--- src/rtl/pt_walker.sv ---
module pt_walker #(
  parameter int          CTX_W    = 12,
  parameter int          L1_W     = 8,
  parameter int          L2_W     = 6,
  parameter int          L3_W     = 6,
  parameter int          OFF_W    = 12,
  parameter int          PERM_W   = 6,
  parameter logic [31:0] CTX_BASE = 32'h0004_0000
) (
  input  logic                          clk,
  input  logic                          rst_n,
  input  logic                          req_valid,
  input  logic [L1_W+L2_W+L3_W+OFF_W-1:0] req_vaddr,
  input  logic [CTX_W-1:0]              req_ctx,
  output logic                          busy,
  output logic                          mem_rd_en,
  output logic [L1_W+L2_W+L3_W+OFF_W-1:0] mem_addr,
  input  logic                          mem_rsp_valid,
  input  logic [L1_W+L2_W+L3_W+OFF_W-1:0] mem_rsp_data,
  output logic                          done,
  output logic                          fault,
  output logic [1:0]                    fault_level,
  output logic [L1_W+L2_W+L3_W+OFF_W-1:0] paddr,
  output logic [PERM_W-1:0]             perm
);
  localparam int AW = L1_W + L2_W + L3_W + OFF_W;
  localparam logic [AW-1:0] BASE1_MASK = ~((AW'(1) << (L1_W + 2)) - AW'(1));
  localparam logic [AW-1:0] BASE2_MASK = ~((AW'(1) << (L2_W + 2)) - AW'(1));
  localparam logic [AW-1:0] BASE3_MASK = ~((AW'(1) << (L3_W + 2)) - AW'(1));

  typedef enum logic [1:0] {S_IDLE, S_ISSUE, S_WAIT, S_DONE} state_t;

  state_t           st;
  logic [1:0]       lvl;
  logic [AW-1:0]    va_q;
  logic [AW-1:0]    base_q;
  logic [CTX_W-1:0] ctx_q;

  wire [L1_W-1:0] idx1 = va_q[AW-1 -: L1_W];
  wire [L2_W-1:0] idx2 = va_q[OFF_W+L3_W +: L2_W];
  wire [L3_W-1:0] idx3 = va_q[OFF_W +: L3_W];
  wire            entry_ok = mem_rsp_data[0];

  assign busy      = (st != S_IDLE);
  assign mem_rd_en = (st == S_ISSUE);
  assign done      = (st == S_DONE);

  always_comb begin
    case (lvl)
      2'd0:    mem_addr = CTX_BASE[AW-1:0] + (AW'(ctx_q) << 2);
      2'd1:    mem_addr = base_q + (AW'(idx1) << 2);
      2'd2:    mem_addr = base_q + (AW'(idx2) << 2);
      default: mem_addr = base_q + (AW'(idx3) << 2);
    endcase
  end

  logic [AW-1:0] next_base;
  always_comb begin
    case (lvl)
      2'd0:    next_base = mem_rsp_data & BASE1_MASK;
      2'd1:    next_base = mem_rsp_data & BASE2_MASK;
      default: next_base = mem_rsp_data & BASE3_MASK;
    endcase
  end

  always_ff @(posedge clk or negedge rst_n) begin
    if (!rst_n) begin
      st          <= S_IDLE;
      lvl         <= 2'd0;
      va_q        <= '0;
      base_q      <= '0;
      ctx_q       <= '0;
      fault       <= 1'b0;
      fault_level <= 2'd0;
      paddr       <= '0;
      perm        <= '0;
    end else begin
      case (st)
        S_IDLE: if (req_valid) begin
          va_q  <= req_vaddr;
          ctx_q <= req_ctx;
          lvl   <= 2'd0;
          st    <= S_ISSUE;
        end
        S_ISSUE: st <= S_WAIT;
        S_WAIT: if (mem_rsp_valid) begin
          if (!entry_ok) begin
            fault       <= 1'b1;
            fault_level <= lvl;
            paddr       <= '0;
            perm        <= '0;
            st          <= S_DONE;
          end else if (lvl == 2'd3) begin
            fault       <= 1'b0;
            fault_level <= 2'd0;
            paddr       <= {mem_rsp_data[AW-1:OFF_W], va_q[OFF_W-1:0]};
            perm        <= mem_rsp_data[PERM_W-1:0];
            st          <= S_DONE;
          end else begin
            base_q <= next_base;
            lvl    <= lvl + 2'd1;
            st     <= S_ISSUE;
          end
        end
        default: st <= S_IDLE;
      endcase
    end
  end
endmodule

--- config.mk ---
export PLATFORM = sky130hd
export DESIGN_NAME = pt_walker
export DESIGN_NICKNAME = d
export VERILOG_FILES = /design/src/rtl/pt_walker.sv
export SDC_FILE = /design/constraint.sdc
export NUM_CORES = 1
export LEC_CHECK = 0
export BUFFER_PORTS_ARGS = -buffer_cell sky130_fd_sc_hd__buf_2
export CORE_MARGIN = 5
export CORE_UTILIZATION = 50
export DETAILED_ROUTE_END_ITERATION = 6
export GPL_ROUTABILITY_DRIVEN = 0
export PLACE_DENSITY = 0.76
export SKIP_CTS_REPAIR_TIMING = 1
export SLEW_MARGIN = 25
export SYNTH_ARGS = -nofsm -noshare
export SYNTH_HDL_FRONTEND = slang
export SYNTH_SLANG_ARGS = --single-unit
--- constraint.sdc ---
create_clock -name clk -period 8.56 [get_ports clk]
set_clock_uncertainty 0.1 [all_clocks]
set_input_delay 0.428 -clock clk [delete_from_list [all_inputs] [get_ports clk]]
set_output_delay 0.428 -clock clk [all_outputs]
set_load 0.01 [all_outputs]
==> impl_metrics.tcl <==
set metrics [dict create \
    outcome "finished clean" \
    cts-htree-levels 4 \
    core-area_um2 10300 \
    clockPowerShare_pct 27.4 \
    fin_crit_ns 4.38 \
    ff2ff_path_depth 4 \
    setup_ws_ns 4.18 \
    synth_edf_count 0 \
    ys.flop_type "dfrtp_1" \
    timing.slew.headroom_pct 47.9 \
    worst_slew_pin_slew_ns 0.782 \
    finalSetupTns_ns 0 \
    power.density_nw_per_um2 391 \
    syn_area_um2 5240 \
    first_pass_iters 4 \
    rows 37 \
    switching_share_pct 35.4 \
    grt_pass1_vias 4332 \
    required_ns 8.03 \
    dr_total_vias 4170 \
    final_common_cell "buf_2" \
    clock-root-buffer "clkbuf_8" \
    critPathLaunch "lvl[1]" \
    cts_made_buffers 17 \
    dp_cells 760 \
    postLayoutCoreUtil_pct 65.2 \
    drtIter0Drc 233 \
    fp.dieH_um 112 \
    grt_use_total_pct 21.0 \
    setup_viol 0 \
    drt-wirelength-per-cell_um 16.0 \
    switching_power_mw 0.926 \
    clock-sinks 113 \
    ys_async_sr_fraction_pct 100 \
    area_growth_pct 27.8 \
    ys_seq_area_share_pct 53.9 \
    wirelength_um 12700 \
    initial_core_util_pct 51.0 \
    pwr-share-comb_pct 35.5 \
    clock_path_buffers 2 \
    synth.avg_cell_area_um2 10.5 \
    final-max-slew-violation-count 0 \
    detailedPlace.worstSlack_ns 4.70 \
    clock_latency_ns 0.50 \
    layout_common_cells "150 x buf_2, 113 x dfrtp_1, 104 x nand2_1" \
    end_kind "output pin" \
    grt_max_degree 58 \
    ff2ff_setup_slack_ns 6.20 \
    intPower_mw 1.69 \
    post_dp_cell_area_um2 6090 \
    cts_tree "done" \
    syn_inst 500 \
    rsz0062_at_grt "false" \
    cp-start-kind "flop" \
    max_freq_ghz 0.228 \
    synth_warnings 0 \
    die_area_um2 12600 \
    hpwlAfterDp_um 9030 \
    ant_nets 0 \
    ios 156 \
    nets 731 \
    period_share_pct 51.1 \
    grt_remaining_overflow 0 \
    ir_drop_v 0.000191 \
    worstReg2RegStart "st[1]" \
    portBuffers 151 \
    diodes 0 \
    maxCapViolations 0 \
    synthDistinctLibCells 43 \
    stdcell_count 792 \
    r2r_end "perm[0]" \
    path_clk_slew_ns 0.06 \
    yosys_register_bits 113 \
    seq_power_share_pct 37.1 \
    vias_per_cell 5.27 \
    crit_arrival_ns 3.85 \
    final_area_um2 6700 \
    drc_errors 0 \
    p_leak_nw 3.21 \
    grt_first_pass_wirelength_um 21200 \
    layout-drive-gt1-share_pct 34.9 \
    crit_path_end "mem_addr[28]" \
    crit_type "reg -> out" \
    die_x_um 112 \
    worstPathMaxFanout 8 \
    hold_class "in -> reg" \
    hold_viol 0 \
    antenna_found_initial 0 \
]
sequential cells by signal (all words and copies together) (netlist names):
signal	flops
base_q	24
lvl	2
ctx_q	12
fault	1
va_q	32
perm	6
st	2
fault_level	2
paddr	32
power by group through the flow:
stage	registers, mW	logic, mW	clock network (mW)
floorplan	0.962	0.584	0
global placement	0.960	0.910	0
detailed placement	0.981	0.936	0
CTS	0.973	0.946	0.731
global route	1.01	1.04	0.760
finish	0.972	0.931	0.717
metal layers:
metal | vias up | track usage (%) | wire [um]
li1 | 1997 | - | -
met1 | 1998 | 25.5 | 5200
met2 | 153 | 34.3 | 6070
met3 | 22 | 7.71 | 1160
met4 | 0 | 7.69 | 226
met5 | - | 0 | 0
per-stage QoR:
stage / hold slack (ns) / power (mW)
5_1_grt: 0.00746 / 2.82
3_3_place_gp: 0.358 / 1.87
3_5_place_dp: 0.365 / 1.92
6_report: 0.0330 / 2.62
4_1_cts: -0.127 / 2.65
2_1_floorplan: 0.0324 / 1.55
worst min path at each step:
stage                     depth (start not counted)  slack (ns)         end          start
after floorplan                                   0        0.03  base_q[10]          rst_n
after global placement                            2        0.36   paddr[26]      paddr[26]
after detailed placement                          2        0.36   paddr[11]      paddr[11]
after CTS                                         1       -0.13   paddr[20]          rst_n
after global routing                              2       0.007    ctx_q[0]     req_ctx[0]
final                                             2        0.03    va_q[15]  req_vaddr[15]
synth_stat cells, types with 7 or more instances:
master    number  area [um2]
nand2_1      104         390
nor2_1        14        52.6
inv_1         13        48.8
o21ai_0       56         280
mux2_2        37         417
clkbuf_1      22        82.6
o21ai_1        8        40.0
mux2_1        27         304
a21oi_1       10        50.1
or4_1          7        52.6
xnor2_1        9        78.8
dfrtp_1      113        2830
critical path: stages (launching register included):
cell and delay [ns]:
dfrtp_1 0.44, inv_1 0.11, ha_1 0.34, and2_1 0.18, ha_1 0.19, inv_1 0.07
fa_1 0.43, nand4b_1 0.29, or4_1 0.60, or3_1 0.40, a21oi_1 0.15, buf_2 0.15
cells by family after synthesis:
group	count (synthesis)	synth area share (%)
muxes	65	13.9
DFF	113	53.9
and+or+nand+nor	160	14.2
AOI/OAI and AO/OA	95	10.2
adders and majority gates	7	1.81
buffers and inverters	46	3.70
xor gates and xnor gates	13	2.17
other	1	0.0715
area by class of cell:
type / instances / area [um2]
multi-input cells: 342 / 2240
inverters: 13 / 48.8
well taps: 136 / 170
clock inverters: 11 / 161
repair buffers: 157 / 806
clock buffers: 20 / 445
fillers: 849 / 3570
flip-flops and latches: 113 / 2830
No activity file was read; power rests on OpenSTA's default activity.
